<file path="config.mk">
export PLATFORM = sky130hd
export DESIGN_NAME = sdo_readout_port
export DESIGN_NICKNAME = d
export VERILOG_FILES = /design/src/rtl/sdo_port_pkg.sv /design/src/rtl/sdo_sync_edge.sv /design/src/rtl/sdo_frame_shifter.sv /design/src/rtl/sdo_seq_fsm.sv /design/src/rtl/sdo_readout_port.sv
export SDC_FILE = /design/constraint.sdc
export NUM_CORES = 1
export LEC_CHECK = 0
export BUFFER_PORTS_ARGS = -buffer_cell sky130_fd_sc_hd__buf_2
export CAP_MARGIN = 20
export CORE_ASPECT_RATIO = 0.9
export CORE_MARGIN = 4
export CORE_UTILIZATION = 59
export DETAILED_ROUTE_END_ITERATION = 7
export GPL_TIMING_DRIVEN = 0
export HOLD_SLACK_MARGIN = 0.1
export PLACE_DENSITY = 0.94
export REMOVE_ABC_BUFFERS = 1
export SLEW_MARGIN = 20
export SYNTH_ARGS = -nofsm -noshare
export SYNTH_HDL_FRONTEND = slang
export SYNTH_HIERARCHICAL = 1
export SYNTH_SLANG_ARGS = --single-unit
</file>
<file path="constraint.sdc">
create_clock -name clk -period 3.9 [get_ports clk]
set_input_delay 0.585 -clock clk [delete_from_list [all_inputs] [get_ports clk]]
set_output_delay 0.585 -clock clk [all_outputs]
set_load 0.05 [all_outputs]
</file>
<file path="src/rtl/sdo_port_pkg.sv">
package sdo_port_pkg;

  localparam int RES_W   = 21;
  localparam int HDR_W   = 3;
  localparam int FRAME_W = RES_W + HDR_W;

  typedef enum logic [1:0] {
    PH_CONV  = 2'd0,
    PH_SLEEP = 2'd1,
    PH_SHIFT = 2'd2
  } phase_e;

  // Status bit (low = done), dummy zero, sign, then magnitude.
  function automatic logic [FRAME_W-1:0] pack_frame(input logic sign,
                                                    input logic [RES_W-1:0] res);
    pack_frame = {1'b0, 1'b0, sign, res};
  endfunction

  function automatic logic above_full_scale(input logic [FRAME_W-1:0] f);
    above_full_scale = f[RES_W] & f[RES_W-1];
  endfunction

endpackage

</file>
<file path="src/rtl/sdo_sync_edge.sv">
module sdo_sync_edge #(
  parameter int   STAGES  = 2,
  parameter logic RST_VAL = 1'b0
) (
  input  logic clk,
  input  logic rst_n,
  input  logic async_i,
  output logic level_o,
  output logic rise_o,
  output logic fall_o
);

  logic chain [STAGES];
  logic last_q;

  genvar g;
  generate
    for (g = 0; g < STAGES; g++) begin : g_stage
      if (g == 0) begin : g_first
        always_ff @(posedge clk or negedge rst_n) begin
          if (!rst_n) chain[g] <= RST_VAL;
          else        chain[g] <= async_i;
        end
      end else begin : g_next
        always_ff @(posedge clk or negedge rst_n) begin
          if (!rst_n) chain[g] <= RST_VAL;
          else        chain[g] <= chain[g-1];
        end
      end
    end
  endgenerate

  assign level_o = chain[STAGES-1];

  always_ff @(posedge clk or negedge rst_n) begin
    if (!rst_n) last_q <= RST_VAL;
    else        last_q <= level_o;
  end

  assign rise_o = level_o & ~last_q;
  assign fall_o = ~level_o & last_q;

endmodule

</file>
<file path="src/rtl/sdo_frame_shifter.sv">
module sdo_frame_shifter #(
  parameter int W = 24
) (
  input  logic         clk,
  input  logic         rst_n,
  input  logic         load_i,
  input  logic [W-1:0] frame_i,
  input  logic         shift_i,
  output logic         msb_o
);

  logic [W-1:0] sreg;

  always_ff @(posedge clk or negedge rst_n) begin
    if (!rst_n)       sreg <= '0;
    else if (load_i)  sreg <= frame_i;
    else if (shift_i) sreg <= {sreg[W-2:0], 1'b0};
  end

  assign msb_o = sreg[W-1];

  // a load places the presented frame in the register
  p_load_frame_r5: assert property (@(posedge clk) disable iff (!rst_n)
    load_i |=> (sreg == $past(frame_i)));

  // without a load or a shift request the frame is frozen
  p_hold_frame_r6: assert property (@(posedge clk) disable iff (!rst_n)
    (!load_i && !shift_i) |=> $stable(sreg));

endmodule

</file>
<file path="src/rtl/sdo_seq_fsm.sv">
module sdo_seq_fsm
  import sdo_port_pkg::*;
#(
  parameter int BITS = FRAME_W
) (
  input  logic   clk,
  input  logic   rst_n,
  input  logic   cs_hi,
  input  logic   sck_rise,
  input  logic   sck_fall,
  input  logic   conv_done,
  output phase_e phase_o,
  output logic   load_o,
  output logic   shift_o,
  output logic   start_o
);

  localparam int CNT_W = $clog2(BITS + 1);
  localparam logic [CNT_W-1:0] LAST = CNT_W'(BITS - 1);

  phase_e           ph_q, ph_d;
  logic [CNT_W-1:0] cnt_q, cnt_d;
  logic             start_q, start_d;
  logic             boot_q;

  // Named events for the assertions and the next-state logic
  logic armed;
  logic ev_capture, ev_enter, ev_park, ev_abort, ev_full, ev_count;

  assign armed      = (cnt_q != '0) || sck_rise;
  assign ev_capture = (ph_q == PH_CONV)  && conv_done;
  assign ev_enter   = (ph_q == PH_SLEEP) && !cs_hi;
  assign ev_park    = (ph_q == PH_SHIFT) && cs_hi && !armed;
  assign ev_abort   = (ph_q == PH_SHIFT) && cs_hi && armed;
  assign ev_full    = (ph_q == PH_SHIFT) && !cs_hi && sck_rise && (cnt_q == LAST);
  assign ev_count   = (ph_q == PH_SHIFT) && !cs_hi && sck_rise && (cnt_q != LAST);

  always_comb begin
    ph_d    = ph_q;
    cnt_d   = cnt_q;
    start_d = !boot_q;
    if (ev_capture) ph_d = PH_SLEEP;
    if (ev_enter) begin
      ph_d  = PH_SHIFT;
      cnt_d = '0;
    end
    if (ev_park) begin
      ph_d  = PH_SLEEP;
      cnt_d = '0;
    end
    if (ev_abort || ev_full) begin
      ph_d    = PH_CONV;
      cnt_d   = '0;
      start_d = 1'b1;
    end
    if (ev_count) cnt_d = cnt_q + 1'b1;
  end

  always_ff @(posedge clk or negedge rst_n) begin
    if (!rst_n) begin
      ph_q    <= PH_CONV;
      cnt_q   <= '0;
      start_q <= 1'b0;
      boot_q  <= 1'b0;
    end else begin
      ph_q    <= ph_d;
      cnt_q   <= cnt_d;
      start_q <= start_d;
      boot_q  <= 1'b1;
    end
  end

  assign phase_o = ph_q;
  assign load_o  = ev_capture;
  assign shift_o = (ph_q == PH_SHIFT) && !cs_hi && sck_fall && (cnt_q != '0);
  assign start_o = start_q;

  p_boot_start_r1: assert property (@(posedge clk) disable iff (!rst_n)
    !boot_q |=> (start_q && ph_q == PH_CONV));

  p_capture_r4: assert property (@(posedge clk) disable iff (!rst_n)
    ev_capture |=> (ph_q == PH_SLEEP));

  p_done_ignored_r4: assert property (@(posedge clk) disable iff (!rst_n)
    (ph_q == PH_SLEEP && conv_done && cs_hi) |=> (ph_q == PH_SLEEP && !load_o));

  p_full_frame_r7: assert property (@(posedge clk) disable iff (!rst_n)
    ev_full |=> (ph_q == PH_CONV && start_q));

  p_count_bound_r7: assert property (@(posedge clk) disable iff (!rst_n)
    (ph_q == PH_SHIFT) |-> (cnt_q <= LAST));

  p_park_r8: assert property (@(posedge clk) disable iff (!rst_n)
    ev_park |=> (ph_q == PH_SLEEP && !start_q));

  p_abort_r9: assert property (@(posedge clk) disable iff (!rst_n)
    ev_abort |=> (ph_q == PH_CONV && start_q));

  p_single_pulse_r10: assert property (@(posedge clk) disable iff (!rst_n)
    start_q |=> !start_q);

endmodule

</file>
<file path="src/rtl/sdo_readout_port.sv">
module sdo_readout_port
  import sdo_port_pkg::*;
#(
  parameter int SYNC_STAGES = 2
) (
  input  logic             clk,
  input  logic             rst_n,
  input  logic             cs_n,
  input  logic             sck,
  input  logic             conv_done,
  input  logic             conv_sign,
  input  logic [RES_W-1:0] conv_result,
  output logic             conv_start,
  output logic             sdo,
  output logic             sdo_oe
);

  logic   cs_hi, cs_rise_unused, cs_fall_unused;
  logic   sck_lvl_unused, sck_rise, sck_fall;
  phase_e phase;
  logic   load, shift, frame_msb;
  logic   over_fs_unused;

  sdo_sync_edge #(.STAGES(SYNC_STAGES), .RST_VAL(1'b1)) u_cs_sync (
    .clk     (clk),
    .rst_n   (rst_n),
    .async_i (cs_n),
    .level_o (cs_hi),
    .rise_o  (cs_rise_unused),
    .fall_o  (cs_fall_unused)
  );

  sdo_sync_edge #(.STAGES(SYNC_STAGES), .RST_VAL(1'b0)) u_sck_sync (
    .clk     (clk),
    .rst_n   (rst_n),
    .async_i (sck),
    .level_o (sck_lvl_unused),
    .rise_o  (sck_rise),
    .fall_o  (sck_fall)
  );

  sdo_seq_fsm #(.BITS(FRAME_W)) u_fsm (
    .clk       (clk),
    .rst_n     (rst_n),
    .cs_hi     (cs_hi),
    .sck_rise  (sck_rise),
    .sck_fall  (sck_fall),
    .conv_done (conv_done),
    .phase_o   (phase),
    .load_o    (load),
    .shift_o   (shift),
    .start_o   (conv_start)
  );

  sdo_frame_shifter #(.W(FRAME_W)) u_shift (
    .clk     (clk),
    .rst_n   (rst_n),
    .load_i  (load),
    .frame_i (pack_frame(conv_sign, conv_result)),
    .shift_i (shift),
    .msb_o   (frame_msb)
  );

  assign over_fs_unused = above_full_scale(pack_frame(conv_sign, conv_result));

  always_comb begin
    case (phase)
      PH_CONV:  sdo = 1'b1;
      PH_SLEEP: sdo = 1'b0;
      default:  sdo = frame_msb;
    endcase
  end

  assign sdo_oe = ~cs_hi;

  // an enabled pin during conversion reports busy
  p_busy_status_r3: assert property (@(posedge clk) disable iff (!rst_n)
    (sdo_oe && phase == PH_CONV) |-> sdo);

  // the shifted bit moves only when the clock falls
  p_move_on_fall_r6: assert property (@(posedge clk) disable iff (!rst_n)
    ($past(phase) == PH_SHIFT && phase == PH_SHIFT && !$past(sck_fall)) |-> $stable(sdo));

endmodule

</file>
==> run summary, run 1 <==
status -> completed
remaining global-route overflow -> 0
clock root buffer -> clkbuf_4
layout overhead on the synthesized area -> 11.8%
wire per inst -> 12.2 um
unrepaired setup endpoints after global routing -> no
Hold Crit Class -> in -> async
final instance count without filler cells -> 241
DRT iter0 DRCs -> 55
postcts setup bufs -> 0
IO buf count -> 29
first-pass GRT wire length -> 5110 um
Tightest Pin Transition -> 0.792 ns
Post-DRT Antenna Nets -> 0
die area -> 0.00396 mm^2
number of global-route vias before repair -> 1249
RD Place Congestion -> 0.811
Worst EP arrival -> 2.31 ns
HPWL after DPL -> 2180 um
setup ws final -> 1.84 ns
crit end category -> register
Resized cells post-CTS -> 0
Avg Cell Area, Syn -> 10.6 um^2
Design Area, Final -> 0.00199 mm^2
Reg2Reg Depth -> 6
Req. time, crit path -> 4.15 ns
CP max FO -> 24
fin crit share -> 52.9%
relative slew slack -> 47.2%
slowest CP cell -> or4b_4
final WL -> 2940 um
pin count of the biggest net entering global routing -> 39
YS warnings -> 6
Max Fclk -> 0.485 GHz
Final Hold Viols -> 0
H-tree Lvls -> 2
CTS tree -> yes
die width -> 65.9 um
PwrDens -> 572 mW/mm^2
pre-CTS setup slack -> 1.85 ns
Sink Count -> 38
Worst R2R Setup Slack -> 1.84 ns
Max Cap Violations -> 0
critical-path cell list -> inv_1, ha_1, or4b_4, and3_2, mux2i_1, o21ai_0
Setup Viol. Count Final -> 0
DR vias/cell -> 5.17
fraction of layout instances using a drive strength above 1 -> 23.4%
final core utilization -> 70.6%
vias -> 1245
ANT cells -> 0
DRC -> 0
Core Area -> 0.00282 mm^2
Filler cells -> 223
Max VDD drop -> 0.310 mV
# nets final -> 229
area of placed instances -> 0.00193 mm^2
Hold Slack -> 0.333 ns
Tmin final -> 2.06 ns
Final Skew -> 0.00872 ns
Startpoint Class -> register
clock latency on the worst-skew pair -> 0.33 ns
io pins -> 30
Reg2Reg Launch Point -> u_fsm/cnt_q[0]$_DFFE_PN0P_
hold buffers post-CTS -> 0
initial antenna violation count -> 0
GRT Util Overall -> 17.1%
Max Slew Vio Count -> 0
drt pass-1 iters -> 4
P_leak -> 0.000833 uW
number of core rows -> 18
Starting Density -> 63.2%
Max clock buf depth -> 2
mapped cell area -> 0.00178 mm^2
TritonCTS Buffers -> 5
Die Span Y -> 60.1 um
R2R Path End -> u_shift/sreg[21]$_DFFE_PN0P_
critical path class -> reg -> reg
Gate Count Post-Synth -> 168
dpl cells -> 233
Worst path max stage delay -> 0.48 ns
clock transition at the registers of the reported paths -> 0.11 ns
## critical path, delay by kind of cell, from the launching register on
kind | cells | cell delay (ns)
AOI/OAI and AO/OA | 1 | 0.19
and+or+nand+nor | 2 | 0.93
DFF | 1 | 0.44
buffers and inverters | 1 | 0.09
muxes | 1 | 0.20
adders and majority gates | 1 | 0.13
## state kept, by name, summed over array words and instances, names as in the netlist
register	flops
u_fsm/boot_q	1
u_cs_sync/chain	1
u_sck_sync/last_q	1
u_fsm/phase_o	2
u_fsm/cnt_q	5
u_fsm/start_o	1
u_sck_sync/level_o	1
u_cs_sync/level_o	1
u_shift/sreg	24
u_sck_sync/chain	1
## routing by layer
layer,vias to the layer above,part of all wire (%),GRT usage [%]
met5,-,0,0
met4,0,0.92,6.21
met3,4,6.0,4.51
met2,34,49,30.4
met1,571,44,20.0
li1,636,-,-
## how the worst max path moves through the flow
stage	startpoint	endpoint	slack [ns]
2_1_floorplan	conv_done	u_shift/sreg[1]$_DFFE_PN0P_	0.29
3_3_place_gp	conv_done	u_shift/sreg[21]$_DFFE_PN0P_	-0.65
3_5_place_dp	u_fsm/cnt_q[0]$_DFFE_PN0P_	u_shift/sreg[21]$_DFFE_PN0P_	1.85
4_1_cts	u_fsm/cnt_q[0]$_DFFE_PN0P_	u_shift/sreg[21]$_DFFE_PN0P_	1.82
5_1_grt	u_fsm/cnt_q[0]$_DFFE_PN0P_	u_shift/sreg[1]$_DFFE_PN0P_	1.74
6_report	u_fsm/cnt_q[0]$_DFFE_PN0P_	u_shift/sreg[21]$_DFFE_PN0P_	1.84
## cells in the final DEF (no fill, tap or decap), types with 3 or more instances in the layout
cell / instances
conb_1: 3
mux2i_1: 23
clkbuf_4: 5
dfrtp_1: 36
o21ai_0: 13
nand2_1: 32
nor2_1: 3
buf_4: 3
inv_1: 4
nand2b_1: 4
o21ai_1: 21
buf_2: 29
## where the power goes
group          internal, uW  switching, uW
combinational           137            166
sequential              537           94.3
clock                  87.4            117
total                   761            377
## stage by stage
stage / setup TNS, ns / power (uW)
6_report: 0 / 1140
3_3_place_gp: -11.91 / 908
2_1_floorplan: 0 / 844
5_1_grt: 0 / 1230
3_5_place_dp: 0 / 944
4_1_cts: 0 / 1150
## final cells by class
| cell class | count | area (um^2) | area share, % |
|---|---|---|---|
| sequential | 38 | 953 | 48.0 |
| clock buffer | 7 | 55.1 | 2.77 |
| timing repair buffer | 32 | 168 | 8.43 |
| multi-input combinational | 119 | 742 | 37.3 |
| tap | 40 | 50.0 | 2.52 |
| inverter | 4 | 15.0 | 0.755 |
| clock inverter | 1 | 5.00 | 0.252 |
(Power assumes the default switching activity.)
==> inputs of run 2 (changes only) <==
--- a/config.mk
+++ b/config.mk
@@ -9,11 +9,11 @@
 export CAP_MARGIN = 20
 export CORE_ASPECT_RATIO = 0.9
 export CORE_MARGIN = 4
-export CORE_UTILIZATION = 59
+export CORE_UTILIZATION = 50
 export DETAILED_ROUTE_END_ITERATION = 7
 export GPL_TIMING_DRIVEN = 0
 export HOLD_SLACK_MARGIN = 0.1
-export PLACE_DENSITY = 0.94
+export PLACE_DENSITY = 0.86
 export REMOVE_ABC_BUFFERS = 1
 export SLEW_MARGIN = 20
 export SYNTH_ARGS = -nofsm -noshare
==> constraint.sdc (replaced) <==
create_clock -name clk -period 1.75 [get_ports clk]
set_input_delay 0.2625 -clock clk [delete_from_list [all_inputs] [get_ports clk]]
set_output_delay 0.2625 -clock clk [all_outputs]
set_load 0.05 [all_outputs]
==> run summary, run 2 (synthesis results as in run 1) <==
status -> completed
first-pass GRT wire length -> 5280 um (+3.4%)
die width -> 70.9 um (+7.6%)
Pwr Total -> 3020 uW (+170%)
final WL -> 3250 um (+11%)
Worst path max stage delay -> 0.51 ns (+0.03 ns)
GRT Util Overall -> 14.9% (-2.3 points)
P_sw -> 913 uW (+140%)
RD Place Congestion -> 0.741 (-8.6%)
Max Fclk -> 0.583 GHz (+20%)
Worst Setup SP -> u_fsm/cnt_q[0]$_DFFE_PN0P_
Sink Count -> 38 (unchanged)
PwrDens -> 1400 mW/mm^2 (+140%)
clock transition at the registers of the reported paths -> 0.08 ns (-0.03 ns)
setup ws final -> 0.0333 ns (-1.80 ns)
number of global-route vias before repair -> 1239 (-0.80%)
ANT cells -> 0 (unchanged)
CTS tree -> yes
HP Start -> conv_result[15]
critical-path cell list -> inv_1, ha_1, or4b_4, and3_4, mux2i_2, o21ai_1
layout overhead on the synthesized area -> 21.7%
P_leak -> 0.000903 uW (+8.4%)
Design Area, Final -> 0.00216 mm^2 (+8.8%)
vias -> 1305 (+4.8%)
Die Span Y -> 64.6 um (+7.5%)
fraction of layout instances using a drive strength above 1 -> 26.3% (+2.9 points)
Post-DRT Antenna Nets -> 0 (unchanged)
Starting Density -> 52.2% (-11 points)
dpl cells -> 237 (+1.7%)
wire per inst -> 12.8 um (+5.4%)
remaining global-route overflow -> 0 (unchanged)
IO buf count -> 29 (unchanged)
Final Skew -> 0.00948 ns (+0.000757 ns)
# nets final -> 237 (+3.5%)
most frequent cells in the layout -> dfrtp_1, nand2_1, buf_2, o21ai_1, mux2i_1
pin count of the biggest net entering global routing -> 39 (unchanged)
Sw Share -> 30.2% (-2.9 points)
Setup Viol. Count Final -> 0 (unchanged)
Worst EP arrival -> 1.88 ns (-0.43 ns)
clock latency on the worst-skew pair -> 0.29 ns (-0.04 ns)
unrepaired setup endpoints after global routing -> yes
crit end category -> register
io pins -> 30 (unchanged)
Hold Slack -> 0.181 ns (-0.152 ns)
slowest CP cell -> or4b_4
fin crit share -> 98.1% (+45 points)
die area -> 0.00458 mm^2 (+16%)
pre-CTS setup slack -> -0.266 ns (-2.11 ns)
CP max FO -> 6 (-75%)
Startpoint Class -> register
most common cell after layout, fill and taps aside -> dfrtp_1
DR vias/cell -> 5.16 (-0.15%)
relative slew slack -> 47.3% (+0.12 points)
H-tree Lvls -> 2 (unchanged)
initial antenna violation count -> 0 (unchanged)
Comb pwr share -> 24.4% (-2.2 points)
drt pass-1 iters -> 4 (unchanged)
DRT iter0 DRCs -> 65 (+18%)
cell family with most CP delay -> simple AND/OR/NAND/NOR gates
HPWL after DPL -> 2160 um (-0.95%)
Max Cap Violations -> 0 (unchanged)
critical path class -> reg -> reg
register with the most flip-flops -> u_shift/sreg
TritonCTS Buffers -> 5 (unchanged)
Req. time, crit path -> 1.92 ns (-2.23 ns)
Core Area -> 0.00340 mm^2 (+21%)
DRC -> 0 (unchanged)
Largest register FFs -> 24 (unchanged)
Tightest Pin Transition -> 0.790 ns (-0.00182 ns)
worst path bufs/invs -> 1 (unchanged)
Hold Crit Class -> in -> reg
area of placed instances -> 0.00194 mm^2 (+0.45%)
Max VDD drop -> 0.700 mV (+130%)
Max clock buf depth -> 2 (unchanged)
Final Hold Viols -> 0 (unchanged)
Clock Power Share -> 28.8% (+11 points)
Tmin final -> 1.72 ns (-0.345 ns)
Reg power frac -> 46.9% (-8.6 points)
clock root buffer -> clkbuf_8
Max Slew Vio Count -> 0 (unchanged)
final instance count without filler cells -> 253 (+5.0%)
Reg2Reg Launch Point -> u_fsm/cnt_q[0]$_DFFE_PN0P_
internal power -> 2110 uW (+180%)
number of core rows -> 20 (+2)
-- run 2: changes by cell type in the layout (fill, tap and decap cells not counted), sizes merged --
cell,before,now
and3,1,4
dlygate4sd3,0,3
bufinv,0,2
buf,32,34
clkbuf,7,5
-- run 2: per-layer routing --
layer | global-route usage, % | part of all wire [%]
met5 | 0 | 0
met4 | 7.04 | 1.6
met3 | 3.57 | 6.0
met2 | 23.6 | 47
met1 | 19.1 | 45
-- run 2: tightest hold or removal path, cell delays in order --
cell and delay [ns]:
buf_2 0.07, nand2_1 0.04, o21ai_1 0.06
-- run 2: cell type report --
cell class	count	area, um^2
fill	277	1240
clock buffer	5	68.8
tap	44	55.1
sequential	38	953
inverter	4	15.0
multi-input combinational	122	786
timing repair buffer	37	216
clock inverter	3	68.8
-- run 2: stage by stage --
step | setup TNS, ns | utilization [%]
6_report | 0 | 63.6
5_1_grt | -0.178 | 63.6
4_1_cts | -0.000231 | 62.3
3_5_place_dp | -5.30 | 56.9
3_3_place_gp | -64.08 | 56.0
2_1_floorplan | -41.08 | -
-- run 2: repair_timing --
item / in CTS / in global routing
hold buffers: 3 / 0
pin swaps: 1 / 1
cloned: 1 / 2
endpoints found under the hold margin: 38 / 0
setup endpoints to repair: 24 / 23
resized for setup: 4 / 5
buffers inserted: 0 / 2
-- run 2: final timing paths --
kind                                                      to  slack (ns)  depth (start not counted)
min in group asynchronous        u_shift/sreg[0]$_DFFE_PN0P_        0.59                          2
worst min-delay path            u_shift/sreg[15]$_DFFE_PN0P_        0.18                          3
worst max register to register  u_shift/sreg[22]$_DFFE_PN0P_        0.03                          6
worst min register to register   u_cs_sync/level_o$_DFF_PN1_        0.36                          0
worst max-delay path            u_shift/sreg[22]$_DFFE_PN0P_        0.03                          6
max in group asynchronous        u_shift/sreg[8]$_DFFE_PN0P_        0.66                          2
-- run 2: power by group through the flow --
stage | Sequential (uW) | Combinational [uW] | Clock, uW
floorplan | 1370 | 510 | 0
global placement | 1410 | 634 | 0
detailed placement | 1420 | 676 | 0
CTS | 1410 | 696 | 891
global route | 1450 | 831 | 941
finish | 1420 | 735 | 868
==> inputs of run 3 (changes only) <==
--- a/config.mk
+++ b/config.mk
@@ -9,11 +9,11 @@
 export CAP_MARGIN = 20
 export CORE_ASPECT_RATIO = 0.9
 export CORE_MARGIN = 4
-export CORE_UTILIZATION = 50
+export CORE_UTILIZATION = 59
 export DETAILED_ROUTE_END_ITERATION = 7
 export GPL_TIMING_DRIVEN = 0
 export HOLD_SLACK_MARGIN = 0.1
-export PLACE_DENSITY = 0.86
+export PLACE_DENSITY = 0.94
 export REMOVE_ABC_BUFFERS = 1
 export SLEW_MARGIN = 20
 export SYNTH_ARGS = -nofsm -noshare
==> constraint.sdc (replaced) <==
create_clock -name clk -period 2.15 [get_ports clk]
set_input_delay 0.3225 -clock clk [delete_from_list [all_inputs] [get_ports clk]]
set_output_delay 0.3225 -clock clk [all_outputs]
set_load 0.05 [all_outputs]
==> run summary, run 3 (synthesis results as in run 1) <==
status -> completed
Die Span Y -> 60.1 um (-7.0%)
register with the most flip-flops -> u_shift/sreg
clock latency on the worst-skew pair -> 0.33 ns (+0.04 ns)
clock root buffer -> clkbuf_4
setup ws final -> 0.279 ns (+0.246 ns)
Hold Crit Class -> in -> reg
Setup Viol. Count Final -> 0 (unchanged)
io pins -> 30 (unchanged)
number of global-route vias before repair -> 1270 (+2.5%)
met1 GRT Util -> 20.1% (+1.0 points)
# nets final -> 232 (-2.1%)
number of core rows -> 18 (-10%)
Starting Density -> 63.2% (+11 points)
Core Area -> 0.00282 mm^2 (-17%)
H-tree Lvls -> 2 (unchanged)
Max Fclk -> 0.535 GHz (-8.2%)
Startpoint Class -> register
pre-CTS setup slack -> 0.0962 ns (+0.362 ns)
Req. time, crit path -> 2.40 ns (+0.48 ns)
Max Slew Vio Count -> 0 (unchanged)
critical path class -> reg -> reg
met2 usage -> 31.6% (+8.0 points)
fin crit share -> 87.0% (-11 points)
remaining global-route overflow -> 0 (unchanged)
vias -> 1259 (-3.5%)
Sink Count -> 38 (unchanged)
IO buf count -> 29 (unchanged)
crit end category -> register
Final Skew -> 0.00665 ns (-0.00283 ns)
wire per inst -> 12.3 um (-4.2%)
GRT Util Overall -> 17.5% (+2.6 points)
final core utilization -> 71.8% (+8.3 points)
Post-DRT Antenna Nets -> 0 (unchanged)
first-pass GRT wire length -> 5220 um (-1.0%)
layout overhead on the synthesized area -> 13.7%
DR vias/cell -> 5.16 (about the same)
CTS tree -> yes
Max Cap Violations -> 0 (unchanged)
clock transition at the registers of the reported paths -> 0.11 ns (+0.03 ns)
GRT busiest layer -> met2
die area -> 0.00396 mm^2 (-14%)
final WL -> 3000 um (-7.6%)
pin count of the biggest net entering global routing -> 39 (unchanged)
Final TNS setup -> 0 ns (unchanged)
PwrDens -> 1030 mW/mm^2 (-27%)
DRT iter0 DRCs -> 65 (unchanged)
most frequent cells in the layout -> dfrtp_1, nand2_1, buf_2, mux2i_1, o21ai_1
P_leak -> 0.000844 uW (-6.5%)
HPWL after DPL -> 2180 um (+0.96%)
die width -> 65.9 um (-7.0%)
Final Hold Viols -> 0 (unchanged)
RD Place Congestion -> 0.811 (+9.4%)
Worst EP arrival -> 2.12 ns (+0.24 ns)
Tmin final -> 1.87 ns (+0.154 ns)
TritonCTS Buffers -> 5 (unchanged)
DRC -> 0 (unchanged)
Largest register FFs -> 24 (unchanged)
Tightest Pin Transition -> 0.790 ns (+0.000224 ns)
met3 Use GR -> 4.51% (+0.95 points)
initial antenna violation count -> 0 (unchanged)
Max clock buf depth -> 2 (unchanged)
drt pass-1 iters -> 4 (unchanged)
Max VDD drop -> 0.563 mV (-20%)
ANT cells -> 0 (unchanged)
fraction of layout instances using a drive strength above 1 -> 23.0% (-3.3 points)
relative slew slack -> 47.3% (about the same)
CP max FO -> 24 (+18)
unrepaired setup endpoints after global routing -> no
most common cell after layout, fill and taps aside -> dfrtp_1
==> run 3: critical path: stages, from the launching register on <==
cell     delay [ns]
dfrtp_1        0.44
inv_1          0.08
ha_1           0.13
or4b_4         0.48
and3_4         0.31
mux2i_1        0.17
o21ai_0        0.18
==> run 3: report_power, final <==
part           switching (uW)  internal (uW)  total (uW)
sequential                171            973        1140
clock                     217            159         376
combinational             301            252         552
==> run 3: final cells by class <==
class                           count  area, um^2
Tap cell                           40        50.0
Sequential cell                    38         953
Clock buffer                        7        55.1
Fill cell                         216         793
Multi-Input combinational cell    119         746
Clock inverter                      1        5.00
Timing Repair Buffer               35         198
Inverter                            4        15.0
==> run 3: timing repair <==
action,CTS,global route
hold buffers,3,0
hold endpoints to repair,38,0
buffers inserted,0,0
setup endpoints to repair,0,2
gates resized for setup,0,1
==> run 3: path summary, 6_finish.rpt <==
path / start / to / slack (ns) / cells after the start
max in group asynchronous: rst_n / u_shift/sreg[3]$_DFFE_PN0P_ / 1.02 / 2
worst min-delay path: conv_result[20] / u_shift/sreg[20]$_DFFE_PN0P_ / 0.20 / 3
worst min register to register: u_sck_sync/chain[1]$_DFF_PN0_ / u_sck_sync/level_o$_DFF_PN0_ / 0.36 / 0
worst max register to register: u_fsm/cnt_q[0]$_DFFE_PN0P_ / u_shift/sreg[21]$_DFFE_PN0P_ / 0.28 / 6
worst max-delay path: u_fsm/cnt_q[0]$_DFFE_PN0P_ / u_shift/sreg[21]$_DFFE_PN0P_ / 0.28 / 6
min in group asynchronous: rst_n / u_shift/sreg[17]$_DFFE_PN0P_ / 0.63 / 2
==> run 3: through the flow <==
stage	hold slack (ns)	total power [uW]	area [um^2]	cells
after floorplan	0.0269	1530	1700	161
after global placement	0.332	1650	1900	230
after global routing	0.190	2240	2020	244
after detailed placement	0.345	1710	1930	233
final	0.198	2070	2020	244
after CTS	0.185	2090	2020	244
==> run 3: routing by layer <==
layer	up-vias	share of wire (%)
met2	32	50
met3	4	5.7
met5	-	0
met1	583	44
met4	0	0.97
li1	640	-
